===== config.mk =====
export PLATFORM = sky130hd
export DESIGN_NAME = rmio_bridge
export DESIGN_NICKNAME = d
export VERILOG_FILES = /design/src/rtl/rmio_pkg.sv /design/src/rtl/rmio_addr_bank.sv /design/src/rtl/rmio_arm_track.sv /design/src/rtl/rmio_router.sv /design/src/rtl/rmio_bridge.sv
export SDC_FILE = /design/constraint.sdc
export NUM_CORES = 1
export LEC_CHECK = 0
export ABC_AREA = 1
export ABC_CLOCK_PERIOD_IN_PS = 2300
export BUFFER_PORTS_ARGS = -buffer_cell sky130_fd_sc_hd__buf_2
export CORE_MARGIN = 10
export CORE_UTILIZATION = 34
export DETAILED_ROUTE_END_ITERATION = 8
export PLACE_DENSITY = 0.73
export SYNTH_ARGS = -nofsm -noshare
export SYNTH_HDL_FRONTEND = slang
export SYNTH_SLANG_ARGS = --single-unit

===== constraint.sdc =====
create_clock -name clk -period 2.3 [get_ports clk]
set_input_delay 0.115 -clock clk [delete_from_list [all_inputs] [get_ports clk]]
set_output_delay 0.115 -clock clk [all_outputs]
set_load 0.05 [all_outputs]

===== src/rtl/rmio_pkg.sv =====
// Package: shared types for the real-mode indirect MMIO bridge.
// Assumes the four address ports sit on an aligned group of port numbers.
package rmio_pkg;

    // Where one host access is steered.
    typedef enum logic [1:0] {
        RT_NONE   = 2'd0,
        RT_ADDR   = 2'd1,
        RT_LEGACY = 2'd2,
        RT_MMIO   = 2'd3
    } route_t;

endpackage


===== src/rtl/rmio_addr_bank.sv =====
// Module: rmio_addr_bank
// Holds the target address one byte per address port. Assumes sel indexes
// the byte lane and that at most one write arrives per cycle.
module rmio_addr_bank #(
    parameter int DATA_W = 32,
    localparam int NBYTES = DATA_W / 8,
    localparam int SEL_W = $clog2(NBYTES)
) (
    input  logic              clk,
    input  logic              rst_n,
    input  logic              wr_en,
    input  logic [SEL_W-1:0]  sel,
    input  logic [7:0]        wbyte,
    output logic [DATA_W-1:0] addr,
    output logic [7:0]        rd_byte
);

    logic [7:0] bytes_q [NBYTES];

    for (genvar g = 0; g < NBYTES; g++) begin : g_lane
        // Store or replace one address byte.
        always_ff @(posedge clk) begin
            if (!rst_n)
                bytes_q[g] <= '0;
            else if (wr_en && sel == SEL_W'(g))
                bytes_q[g] <= wbyte;
        end
        assign addr[g*8 +: 8] = bytes_q[g];
    end

    // Read back the selected byte.
    assign rd_byte = bytes_q[sel];

endmodule


===== src/rtl/rmio_arm_track.sv =====
// Module: rmio_arm_track
// Tracks which address bytes have been written since the last redirected
// access. Assumes clear and wr_en never occur in the same cycle.
module rmio_arm_track #(
    parameter int NBYTES = 4,
    localparam int SEL_W = $clog2(NBYTES)
) (
    input  logic              clk,
    input  logic              rst_n,
    input  logic              wr_en,
    input  logic [SEL_W-1:0]  sel,
    input  logic              clear,
    output logic [NBYTES-1:0] mask,
    output logic              armed
);

    logic [NBYTES-1:0] mask_q;

    // Set the written bit of the lane, or drop every bit after a redirect.
    always_ff @(posedge clk) begin
        if (!rst_n)
            mask_q <= '0;
        else if (clear)
            mask_q <= '0;
        else if (wr_en)
            mask_q[sel] <= 1'b1;
    end

    assign mask  = mask_q;
    assign armed = &mask_q;

endmodule


===== src/rtl/rmio_router.sv =====
// Module: rmio_router
// Decides, combinationally, where the current host access goes.
// Assumes BASE_PORT is aligned to the number of address bytes.
module rmio_router
    import rmio_pkg::*;
#(
    parameter int          PORT_W    = 16,
    parameter int          NBYTES    = 4,
    parameter logic [15:0] BASE_PORT = 16'h03D0,
    localparam int SEL_W = $clog2(NBYTES)
) (
    input  logic              io_req,
    input  logic [PORT_W-1:0] io_port,
    input  logic              armed,
    output route_t            route,
    output logic [SEL_W-1:0]  sel
);

    logic is_addr;

    // Match the aligned group of address ports.
    always_comb begin
        is_addr = (io_port[PORT_W-1:SEL_W] == BASE_PORT[PORT_W-1:SEL_W]);
        sel     = io_port[SEL_W-1:0];
    end

    // Pick the route for this access.
    always_comb begin
        if (!io_req)
            route = RT_NONE;
        else if (is_addr)
            route = RT_ADDR;
        else if (armed)
            route = RT_MMIO;
        else
            route = RT_LEGACY;
    end

endmodule


===== src/rtl/rmio_bridge.sv =====
// Module: rmio_bridge (top)
// Lets host I/O accesses build a 32-bit address through four byte ports and
// then redirects the next data access to the MMIO port once. Assumes the host
// holds its request until io_ready, and that the MMIO side holds nothing
// beyond one response pulse per request.
module rmio_bridge
    import rmio_pkg::*;
#(
    parameter int          PORT_W    = 16,
    parameter int          DATA_W    = 32,
    parameter logic [15:0] BASE_PORT = 16'h03D0,
    localparam int NBYTES = DATA_W / 8,
    localparam int SEL_W  = $clog2(NBYTES)
) (
    input  logic              clk,
    input  logic              rst_n,
    input  logic              io_req,
    input  logic              io_wr,
    input  logic [PORT_W-1:0] io_port,
    input  logic [DATA_W-1:0] io_wdata,
    output logic [DATA_W-1:0] io_rdata,
    output logic              io_ready,
    output logic              leg_req,
    output logic              leg_wr,
    output logic [PORT_W-1:0] leg_port,
    output logic [DATA_W-1:0] leg_wdata,
    input  logic [DATA_W-1:0] leg_rdata,
    input  logic              leg_ready,
    output logic              mm_req,
    output logic              mm_wr,
    output logic [DATA_W-1:0] mm_addr,
    output logic [DATA_W-1:0] mm_wdata,
    output logic [NBYTES-1:0] mm_be,
    input  logic [DATA_W-1:0] mm_rdata,
    input  logic              mm_rsp_valid
);

    route_t            route;
    logic [SEL_W-1:0]  sel;
    logic              armed;
    logic [NBYTES-1:0] mask;
    logic              addr_wr;
    logic              mm_done;
    logic [7:0]        rd_byte;
    logic [DATA_W-1:0] tgt_addr;

    rmio_router #(
        .PORT_W(PORT_W), .NBYTES(NBYTES), .BASE_PORT(BASE_PORT)
    ) u_router (
        .io_req(io_req), .io_port(io_port), .armed(armed),
        .route(route), .sel(sel)
    );

    rmio_addr_bank #(.DATA_W(DATA_W)) u_bank (
        .clk(clk), .rst_n(rst_n), .wr_en(addr_wr), .sel(sel),
        .wbyte(io_wdata[7:0]), .addr(tgt_addr), .rd_byte(rd_byte)
    );

    rmio_arm_track #(.NBYTES(NBYTES)) u_arm (
        .clk(clk), .rst_n(rst_n), .wr_en(addr_wr), .sel(sel),
        .clear(mm_done), .mask(mask), .armed(armed)
    );

    // Address writes and redirect completion events.
    always_comb begin
        addr_wr = (route == RT_ADDR) && io_wr;
        mm_done = (route == RT_MMIO) && mm_rsp_valid;
    end

    // Device-side requests toward legacy and MMIO.
    always_comb begin
        leg_req   = (route == RT_LEGACY);
        leg_wr    = io_wr;
        leg_port  = io_port;
        leg_wdata = io_wdata;
        mm_req    = (route == RT_MMIO);
        mm_wr     = io_wr;
        mm_addr   = tgt_addr;
        mm_wdata  = io_wdata;
        mm_be     = '1;
    end

    // Host completion and read data by route.
    always_comb begin
        unique case (route)
            RT_ADDR: begin
                io_ready = 1'b1;
                io_rdata = {{(DATA_W-8){1'b0}}, rd_byte};
            end
            RT_LEGACY: begin
                io_ready = leg_ready;
                io_rdata = leg_rdata;
            end
            RT_MMIO: begin
                io_ready = mm_rsp_valid;
                io_rdata = mm_rdata;
            end
            default: begin
                io_ready = 1'b0;
                io_rdata = '0;
            end
        endcase
    end

endmodule


### Yosys cells after proc, flatten, opt, wreduce, memory -nomap -nowiden

Memories as Yosys holds them, arrays and structs flattened.
Index checks and enable logic that the tools add are counted.

* memories kept: 1
* RAM bits: 32
* bits of input ports: 118
* output and inout port bits: 153
* word-level logic and storage cells: 51
* flip-flop bits (word level): 4

* bitwise logic cells: 6
* reductions and logical operators: 10
* equal/unequal tests: 7
* multiplexer cells: 24
* magnitude comparators: 2

Memories
* u_bank.bytes_q: words 4, bits a word 8, read ports 5, clocked after memory_dff 0, write ports 4, line rmio_addr_bank.sv:18 `logic [7:0] bytes_q [NBYTES];`

Operators by type and width (count)
* $pmux 32 s3: 1
* $mux 8: 4
* $mux 1: 15
* $eq 14x8->1 const B: 1
* $eq 2x2->1 const B: 4
* $logic_and 1x1->1: 7
* $eq 2x1->1 const B: 2
* $mux 2: 2
* $or 1x1->1: 4
* $or 4x4->4: 1
* $reduce_and 4->1: 1
* $lt 2x3->1 const B: 1
* $pmux 1 s3: 1
* $demux 1 s2: 1
* $ge 2x1->1 const B: 1
* $logic_not 2->1: 1
* $reduce_or 2->1: 1
* $not 1->1: 1

### Longest topological paths before layout

Gate-level depths: netlist (run 1).

* word-level depth: 11
* depth in mapped cells: 10
* gate-level depth less buffers: 9

### By module

From an unflattened synthesis (run 1), not the netlist that was laid out.

* cells, all modules: 421
* area, all modules: 3001.6 sq um

Modules (own cells, without submodules)
* rmio_addr_bank: sequential area each 960.9 sq um, cells an instance 167, area an instance 1542.7 sq um, times used 1
* rmio_bridge: sequential area each 0.0 sq um, cells an instance 211, area an instance 1202.4 sq um, times used 1
* rmio_arm_track: sequential area each 80.1 sq um, cells an instance 22, area an instance 158.9 sq um, times used 1
* rmio_router: sequential area each 0.0 sq um, cells an instance 21, area an instance 97.6 sq um, times used 1

### Worst setup path before layout (run 1)

OpenSTA, ideal clock, no wires.

* path type: input port to output port
* start point: in io_port[9]
* end point: out io_rdata[15]
* required time: 2.185 ns
* setup slack: 0.855 ns
* path buffers: 0
* data arrival time: 1.330 ns
* cell stages on the path: 7
* cell sequence: nand2_1 -> nor2_1 -> nand2_2 -> nor2_8 -> nor2_8 -> nand2_4 -> o21ai_1

* longest elaborated chain between the ends: 5
* elaborated cells on any way between the ends: 7
* those cells by class: eq/ne: 4; mux: 3

RTL lines
* start: declaration: line rmio_bridge.sv:19 `input logic [PORT_W-1:0] io_port,`
* $eq 14x8->1 (*): line rmio_router.sv:23 `is_addr = (io_port[PORT_W-1:SEL_W] == BASE_PORT[PORT_W-1:SEL_W]);`
* $mux 2 (*): line rmio_router.sv:31 `else if (is_addr)`
* $mux 2 (*): line rmio_router.sv:29 `if (!io_req)`
* $eq 2x2->1 / $eq 2x1->1 (equally long branches): line rmio_bridge.sv:85 `unique case (route)`
* $pmux 32 s3 (*): line rmio_bridge.sv:85
* end: declaration: line rmio_bridge.sv:21 `output logic [DATA_W-1:0] io_rdata,`

Mark *: on every way between the ends. The rest lies on a longest branch, timed or not.

### Worst setup path after layout (run 1)

* start point: reg u_arm.mask_q[2], in the netlist u_arm.mask[2]
* end point: out io_rdata[30]

* longest elaborated chain between the ends: 6
* elaborated cells on any way between the ends: 8
* those cells by class: eq/ne: 3; mux: 4; reduce/logical: 1

RTL lines
* start: declaration: line rmio_arm_track.sv:17 `logic [NBYTES-1:0] mask_q;`
* start signal: assignment: line rmio_arm_track.sv:22 `mask_q <= '0;`
* start signal: assignment: line rmio_arm_track.sv:24 `mask_q <= '0;`
* start signal: indexed assignment: line rmio_arm_track.sv:26 `mask_q[sel] <= 1'b1;`
* $reduce_and 4->1 (*): line rmio_arm_track.sv:30 `assign armed = &mask_q;`
* $mux 1 (*): line rmio_router.sv:33 `else if (armed)`
* $mux 2 (*): line rmio_router.sv:31
* $mux 2 (*): line rmio_router.sv:29
* $eq 2x2->1 / $eq 2x1->1 (equally long branches): line rmio_bridge.sv:85
* $pmux 32 s3 (*): line rmio_bridge.sv:85

Marked as above.

==> flow_metrics.py, run 1 <==
metrics = {
    "job": {
        "maxCapViolCount": 0,
    },
    "global_routing": {
        "antenna_found_initial": 2,
        "track_usage": 0.157,
        "grt_max_degree": 26,
        "grt_use_met3": 0.0832,
        "grt.met2_usage": 0.272,
        "grt_pass1_wl_mm": 16.4,
        "gr-usage-met1": 0.160,
        "grt-ovfl-total": 0,
        "grt_pass1_vias": 2998,
        "busiest_layer": "met2",
    },
    "sta": {
        "slew_viol_final": 0,
        "finClkSkew_ns": 0.000952,
        "finalCritPeriodShare": 0.886,
        "rsz0062_at_grt": "false",
        "setup_viol_count_final": 0,
        "maxSlewHeadroom": 0.644,
        "finalCriticalPeriod_ns": 2.04,
        "tightest_slew_ns": 0.533,
        "max_freq_mhz": 491,
        "final.setup.tns_ns": 0,
        "hold_violations": 0,
    },
    "drt": {
        "drcViolationCount": 0,
        "wl_per_cell_um": 19.0,
        "wl_mm": 11.7,
        "num_vias": 2926,
        "drtAntennaViolNets": 0,
        "viasPerCell": 4.74,
        "drtPass1Iterations": 6,
        "drt_iter0_markers": 196,
    },
    "placed_design": {
        "dp_hpwl_mm": 10.1,
        "gp_congestion": 0.876,
        "port_buffers": 194,
        "post_dp_cell_area_mm2": 0.00359,
        "dp.cells": 609,
    },
    "synthesis": {
        "synth_area_per_cell_um2": 8.06,
        "syn_area_mm2": 0.00318,
        "ys_seq_elements": 36,
        "synth_cell_types": 25,
        "synth_seq_area_share": 0.328,
        "yosysWarnings": 0,
        "syn_inst": 394,
    },
    "layout": {
        "fillers": 922,
        "diodes": 0,
        "design_area_mm2": 0.00369,
        "multiInputGateArea_mm2": 0.00124,
        "synthToLayoutAreaGrowth_pct": 16.2,
        "nNetsFinal": 623,
        "stdcell_count": 617,
        "layout-drive-gt1-share": 0.518,
        "regArea_mm2": 0.00104,
    },
    "worst_setup_path": {
        "startpoint_type": "flop",
        "crit_start": "u_arm.mask[2]",
        "crit_path_cell_trace": "nand4_4, nor2_4, buf_4, nand2_1, o21ai_2, buf_2",
        "timing_worst_setup_path_type": "reg -> out",
        "arrival_ns": 1.92,
        "worst_setup_path_end_kind": "output pin",
        "crit_required_ns": 2.18,
        "slowest_stage": "dfxtp_1",
        "reg2reg_from": "u_arm.mask[2]",
        "worst-path-max-fanout": 25,
        "max_stage_delay_ns": 0.38,
    },
    "clock_tree": {
        "cts_buffers": 5,
        "cts_buffer_depth": 2,
        "clock-root-buffer": "clkbuf_8",
        "clk_pin_slew_ns": 0.07,
        "cts_setup_buffers": 0,
        "cts.sinks": 36,
        "post_cts_resized": 0,
        "clk_latency_ns": 0.28,
        "cts_tree": "yes",
        "postCtsHoldBufs": 0,
        "htree_levels": 2,
    },
    "pwr": {
        "ir_worst_vdd_uv": 429,
        "cellPowerDensity_mw_per_mm2": 537,
        "p_leak_nw": 1.94,
    },
    "floorplanning": {
        "fp-row-count": 35,
        "io_pins": 271,
        "fp.dieH_um": 117,
        "coreArea_mm2": 0.00915,
        "die_w_um": 117,
        "start_util": 0.347,
        "die_area_mm2": 0.0136,
    },
    "hold_path": {
        "min_path_type": "in -> reg",
        "hold_path.startpoint": "io_wdata[3]",
    },
    "status": {
        "status": "finished clean",
    },
}
[Yosys cell counts]
| library cell | number | share of area |
|---|---|---|
| a21oi_1 | 4 | 0.0063 |
| buf_2 | 2 | 0.0032 |
| buf_4 | 87 | 0.21 |
| buf_6 | 5 | 0.018 |
| clkinv_1 | 1 | 0.0012 |
| conb_1 | 1 | 0.0012 |
| dfxtp_1 | 4 | 0.025 |
| edfxtp_1 | 32 | 0.30 |
| inv_1 | 46 | 0.054 |
| inv_2 | 3 | 0.0035 |
| nand2_1 | 59 | 0.070 |
| nand2_2 | 15 | 0.030 |
| nand2_4 | 2 | 0.0071 |
| nand3_1 | 35 | 0.055 |
| nand3_2 | 2 | 0.0063 |
| nand3_4 | 4 | 0.022 |
| nand4_1 | 13 | 0.026 |
| nand4_4 | 1 | 0.0067 |
| nor2_1 | 38 | 0.045 |
| nor2_2 | 9 | 0.018 |
| nor2_4 | 2 | 0.0071 |
| nor2_8 | 4 | 0.025 |
| o21ai_1 | 5 | 0.0079 |
| o21ai_2 | 19 | 0.052 |
| or2_1 | 1 | 0.0020 |
[layout make-up]
cell class / instances / share of cell area
sequential: 36 / 0.282
tap: 111 / 0.0376
inverter: 50 / 0.0508
clock buffer: 5 / 0.0186
clock inverter: 3 / 0.0102
timing repair buffer: 195 / 0.265
multi-input combinational: 217 / 0.336
[power breakdown]
| part | leakage [nW] | switching, mW | internal [mW] | total (mW) |
|---|---|---|---|---|
| clock network | 0.0532 | 0.221 | 0.316 | 0.536 |
| logic | 1.55 | 0.532 | 0.157 | 0.690 |
| registers | 0.336 | 0.0177 | 0.739 | 0.757 |
[kinds of logic after synthesis]
kind of cell           count (synthesis)  synth area share
other                                  1           0.00118
AOI/OAI and AO/OA                     28            0.0666
DFF                                   36             0.328
and+or+nand+nor                      185             0.319
buffers and inverters                144             0.286
[critical path: cells and delay by family (launching register included)]
kind                   cells  cell delay [ns]
AND/OR/NAND/NOR            3             0.58
flip-flops                 1             0.38
AO/OA/AOI/OAI              1             0.07
buffers and inverters      2             0.60
[placed cells by master, fill, tap and decap left out]
| master | synthesis | routed |
|---|---|---|
| buf_2 | 2 | 194 |
| nand4_4 | 1 | 1 |
| buf_4 | 87 | 1 |
| bufinv_16 | 0 | 1 |
| nor2_2 | 9 | 9 |
| nor2_1 | 38 | 38 |
| o21ai_1 | 5 | 5 |
| nand3_4 | 4 | 4 |
| nand2_1 | 59 | 59 |
| a21oi_1 | 4 | 4 |
| nor2_4 | 2 | 2 |
| conb_1 | 1 | 4 |
| clkinv_1 | 1 | 3 |
| nand2_2 | 15 | 15 |
| inv_1 | 46 | 46 |
| dfxtp_1 | 4 | 4 |
| edfxtp_1 | 32 | 32 |
| nand3_2 | 2 | 2 |
| o21ai_2 | 19 | 19 |
| or2_1 | 1 | 1 |
| clkbuf_8 | 0 | 5 |
| nand2_4 | 2 | 2 |
| nor2_8 | 4 | 4 |
| nand3_1 | 35 | 35 |
| nand4_1 | 13 | 13 |
| inv_2 | 3 | 3 |
[final timing paths]
check | end | slack (ns) | cells after the start
setup / recovery | io_rdata[30] | 0.26 | 6
hold / removal | u_bank.bytes_q[0][3] | 0.19 | 3
setup reg to reg | u_arm.mask[0] | 0.92 | 5
hold reg to reg | u_arm.mask[1] | 0.49 | 2
[per-layer routing]
layer,vias to the layer above,part of all wire
met5,-,0.0023
met4,4,0.013
met3,14,0.16
met2,209,0.49
met1,1305,0.34
li1,1394,-
[per-stage QoR]
| stage | hold WS (ns) | power, mW | worst slack [ns] | utilization |
|---|---|---|---|---|
| floorplan | 0.303 | 1.51 | 0.855 | - |
| global placement | 0.231 | 1.46 | 0.595 | 0.392 |
| detailed placement | 0.231 | 1.47 | 0.550 | 0.392 |
| CTS | 0.184 | 2.00 | 0.231 | 0.403 |
| global route | 0.221 | 2.06 | 0.106 | 0.403 |
| finish | 0.192 | 1.98 | 0.262 | 0.403 |
[flip-flops by register name, indices dropped and copies added, names as in the netlist]
name            cells
u_arm.mask          4
u_bank.bytes_q     32
Note: power is estimated with default switching activity, not from simulation.
==> run 2: changes to the inputs <==
--- a/config.mk
+++ b/config.mk
@@ -11,6 +11,7 @@
 export CORE_MARGIN = 10
 export CORE_UTILIZATION = 34
 export DETAILED_ROUTE_END_ITERATION = 8
+export MAX_ROUTING_LAYER = met4
 export PLACE_DENSITY = 0.73
 export SYNTH_ARGS = -nofsm -noshare
 export SYNTH_HDL_FRONTEND = slang
==> flow_metrics.py, run 2 (synthesis gave the netlist of run 1 again) <==
metrics = {
    "status": {
        "status": "finished clean",
    },
    "sta": {
        "finalCritPeriodShare": 0.902,
        "rsz0062_at_grt": "false",
        "maxSlewHeadroom": 0.633,
        "slew_viol_final": 0,
        "tightest_slew_ns": 0.550,
        "finalCriticalPeriod_ns": 2.07,
        "hold_violations": 0,
        "setup_viol_count_final": 0,
        "final.setup.tns_ns": 0,
        "max_freq_mhz": 482,
        "finClkSkew_ns": 0.000213,
    },
    "clock_tree": {
        "htree_levels": 2,
        "postCtsHoldBufs": 0,
        "post_cts_resized": 0,
        "cts.sinks": 36,
        "cts_setup_buffers": 0,
        "clk_latency_ns": 0.28,
        "cts_tree": "yes",
        "clk_pin_slew_ns": 0.08,
        "clock-root-buffer": "clkbuf_8",
        "cts_buffer_depth": 2,
        "cts_buffers": 5,
    },
    "drt": {
        "drtAntennaViolNets": 0,
        "drcViolationCount": 0,
        "drt_iter0_markers": 200,
        "viasPerCell": 4.70,
        "wl_per_cell_um": 19.1,
        "drtPass1Iterations": 4,
        "wl_mm": 11.8,
        "num_vias": 2917,
    },
    "layout": {
        "synthToLayoutAreaGrowth_pct": 16.0,
        "fin_util": 0.402,
        "fillers": 959,
        "largest_register": "u_bank.bytes_q",
        "layout_commonest_cell": "buf_2",
        "largest_reg_flops": 32,
        "final_cell_mix": "194 x buf_2, 59 x nand2_1, 46 x inv_1, 38 x nor2_1, 35 x nand3_1",
        "nNetsFinal": 623,
        "layout-drive-gt1-share": 0.522,
    },
    "worst_setup_path": {
        "crit_required_ns": 2.18,
        "arrival_ns": 1.96,
        "worst-path-max-fanout": 25,
        "startpoint_type": "flop",
        "worst_setup_path_end_kind": "output pin",
        "timing_worst_setup_path_type": "reg -> out",
    },
    "placed_design": {
        "port_buffers": 194,
        "dp_hpwl_mm": 10.2,
        "gp_congestion": 0.893,
    },
    "global_routing": {
        "grt-ovfl-total": 0,
        "track_usage": 0.164,
        "grt_pass1_vias": 3124,
        "antenna_found_initial": 3,
        "grt_max_degree": 26,
        "grt_pass1_wl_mm": 16.7,
    },
    "pwr": {
        "power_mw": 1.90,
        "ir_worst_vdd_uv": 486,
        "cellPowerDensity_mw_per_mm2": 516,
        "p_leak_nw": 1.93,
    },
    "job": {
        "maxCapViolCount": 0,
    },
    "floorplanning": {
        "die_w_um": 117,
        "coreArea_mm2": 0.00915,
        "io_pins": 271,
        "fp-row-count": 35,
        "die_area_mm2": 0.0136,
        "start_util": 0.347,
        "fp.dieH_um": 117,
    },
    "hold_path": {
        "min_path_type": "in -> reg",
    },
}
-- run 2: changes by cell type in the layout (fill, tap and decap cells not counted) --
cell and delta:
inv_6 +1, bufinv_16 -1, clkinv_1 -2, clkinvlp_4 +1, diode_2 +3, clkinv_2 +1
-- run 2: path summary, 6_finish.rpt --
check,slack [ns],endpoint,from,cells past startpoint
setup / recovery,0.23,io_rdata[19],u_arm.mask[2],6
hold / removal,0.18,u_bank.bytes_q[3][4],io_wdata[4],3
setup reg to reg,0.91,u_arm.mask[0],u_arm.mask[2],5
hold reg to reg,0.49,u_arm.mask[3],u_arm.mask[3],2
-- run 2: critical path, stage by stage, from the launching register on --
cell	delay [ns]
dfxtp_1	0.38
nand4_4	0.29
nor2_4	0.18
buf_4	0.31
nand2_1	0.14
o21ai_2	0.08
buf_2	0.28
-- run 2: routing by layer --
layer | vias up | part of all wire | GRT usage
met5 | - | 0 | -
met4 | 0 | 0.016 | 0.0470
met3 | 14 | 0.14 | 0.0765
met2 | 205 | 0.49 | 0.280
met1 | 1301 | 0.36 | 0.165
li1 | 1397 | - | -
-- run 2: final cells by class --
cell class / instances / area, um2 / share of cell area
diodes: 3 / 7.51 / 0.00204
clock buffers: 5 / 68.8 / 0.0187
clock inverters: 3 / 21.3 / 0.00577
inverters: 50 / 188 / 0.0510
multi-input cells: 217 / 1240 / 0.337
flip-flops and latches: 36 / 1040 / 0.283
well taps: 111 / 139 / 0.0377
repair buffers: 195 / 978 / 0.266
-- run 2: metrics by stage --
step / instance area, um2 / cells / hold WS [ns] / setup slack [ns]
6_report: 3680 / 620 / 0.180 / 0.226
5_1_grt: 3680 / 620 / 0.210 / 0.0718
4_1_cts: 3680 / 617 / 0.177 / 0.208
3_5_place_dp: 3590 / 609 / 0.231 / 0.523
3_3_place_gp: 3590 / 609 / 0.231 / 0.602
2_1_floorplan: 3190 / 397 / 0.303 / 0.855
-- run 2: report_power, final --
group | switching, mW | internal (mW) | leakage [nW]
logic | 0.533 | 0.157 | 1.55
registers | 0.0182 | 0.739 | 0.336
clock network | 0.238 | 0.215 | 0.0446
==> run 3: changes to the inputs <==
--- a/config.mk
+++ b/config.mk
@@ -13,6 +13,7 @@
 export DETAILED_ROUTE_END_ITERATION = 8
 export MAX_ROUTING_LAYER = met4
 export PLACE_DENSITY = 0.73
+export RECOVER_POWER = 100
 export SYNTH_ARGS = -nofsm -noshare
 export SYNTH_HDL_FRONTEND = slang
 export SYNTH_SLANG_ARGS = --single-unit
==> flow_metrics.py, run 3 (synthesis gave the netlist of run 1 again) <==
metrics = {
    "pwr": {
        "ir_worst_vdd_uv": 477,
        "power_mw": 1.88,
        "cellPowerDensity_mw_per_mm2": 536,
        "p_leak_nw": 1.66,
    },
    "placed_design": {
        "gp_congestion": 0.893,
        "post_dp_cell_area_mm2": 0.00359,
        "dp.cells": 609,
        "dp_hpwl_mm": 10.2,
        "place_ws_ns": 0.523,
        "port_buffers": 194,
    },
    "floorplanning": {
        "start_util": 0.347,
        "fp.dieH_um": 117,
        "die_area_mm2": 0.0136,
        "die_w_um": 117,
        "coreArea_mm2": 0.00915,
        "fp-row-count": 35,
        "io_pins": 271,
    },
    "drt": {
        "drcViolationCount": 0,
        "drtAntennaViolNets": 0,
        "wl_mm": 11.9,
        "wl_per_cell_um": 19.1,
        "num_vias": 2914,
        "viasPerCell": 4.70,
        "drtPass1Iterations": 4,
        "drt_iter0_markers": 222,
    },
    "clock_tree": {
        "postCtsHoldBufs": 0,
        "cts_setup_buffers": 0,
        "cts_buffer_depth": 2,
        "clock-root-buffer": "clkbuf_8",
        "post_cts_resized": 0,
        "cts_tree": "yes",
        "htree_levels": 2,
        "clk_latency_ns": 0.28,
        "clk_pin_slew_ns": 0.08,
        "cts.sinks": 36,
        "cts_buffers": 5,
    },
    "sta": {
        "finalCriticalPeriod_ns": 2.09,
        "setup_viol_count_final": 0,
        "layout_setup_ws_ns": 0.209,
        "rsz0062_at_grt": "false",
        "max_freq_mhz": 478,
        "maxSlewHeadroom": 0.524,
        "slew_viol_final": 0,
        "finalCritPeriodShare": 0.909,
        "hold_violations": 0,
        "final.setup.tns_ns": 0,
        "tightest_slew_ns": 0.713,
        "finalHoldWorstSlack_ns": 0.179,
        "finClkSkew_ns": 0.000218,
    },
    "global_routing": {
        "grt_pass1_wl_mm": 16.7,
        "grt_pass1_vias": 3124,
        "track_usage": 0.164,
        "grt-ovfl-total": 0,
        "grt_max_degree": 26,
        "antenna_found_initial": 3,
    },
    "worst_setup_path": {
        "timing_worst_setup_path_type": "reg -> out",
        "startpoint_type": "flop",
        "slowest_stage": "dfxtp_1",
        "cp_num_buf_inv": 2,
        "worst-path-max-fanout": 25,
        "worst_setup_path_end_kind": "output pin",
        "crit_path_cell_trace": "nand4_4, nor2_4, buf_4, nand2_1, o21ai_2, clkbuf_2",
        "max_stage_delay_ns": 0.38,
        "crit_required_ns": 2.18,
        "arrival_ns": 1.98,
        "critical_path.top_delay_family": "buffers and inverters",
        "critical_path_depth": 6,
        "rr_worst_depth": 5,
    },
    "hold_path": {
        "min_path_type": "in -> reg",
        "holdPathStages": 3,
    },
    "status": {
        "status": "finished clean",
    },
    "layout": {
        "fillers": 993,
        "fin_util": 0.383,
        "largest_reg_flops": 32,
        "synthToLayoutAreaGrowth_pct": 10.4,
        "layout_commonest_cell": "buf_2",
        "largest_register": "u_bank.bytes_q",
        "regArea_mm2": 0.00104,
        "stdcell_count": 620,
        "nNetsFinal": 623,
        "layout-drive-gt1-share": 0.364,
        "final_cell_mix": "93 x buf_2, 74 x clkbuf_1, 59 x nand2_1, 46 x inv_1, 40 x nor2_1",
        "multiInputGateArea_mm2": 0.00116,
        "design_area_mm2": 0.00351,
    },
    "job": {
        "maxCapViolCount": 0,
    },
}
[run 3: worst reg2reg max path, delay by kind of cell (launching register included)]
kind	cells	cell delay (ns)
compound gates	1	0.06
flops	1	0.38
simple gates	4	0.83
[run 3: area by class of cell]
type	count	share of cell area
multi-input combinational	217	0.330
sequential	36	0.297
timing repair buffer	195	0.252
inverter	50	0.0535
tap	111	0.0396
clock buffer	5	0.0196
clock inverter	3	0.00606
antenna	3	0.00214
[run 3: final timing paths]
path | from | end | slack [ns]
worst max-delay path | u_arm.mask[2] | io_rdata[19] | 0.21
worst min-delay path | io_wdata[4] | u_bank.bytes_q[3][4] | 0.18
worst max register to register | u_arm.mask[2] | u_arm.mask[0] | 0.92
worst min register to register | u_arm.mask[3] | u_arm.mask[3] | 0.49
[run 3: metal layers]
layer,vias up,global-route usage,share of wire
li1,1397,-,-
met1,1294,0.165,0.36
met2,208,0.280,0.49
met3,15,0.0765,0.14
met4,0,0.0470,0.017
met5,-,-,0
[run 3: report_power, final]
| part | switching, mW | internal, mW | leakage (nW) |
|---|---|---|---|
| sequential | 0.0190 | 0.739 | 0.336 |
| combinational | 0.530 | 0.137 | 1.28 |
| clock | 0.243 | 0.215 | 0.0446 |
| total | 0.792 | 1.09 | 1.66 |
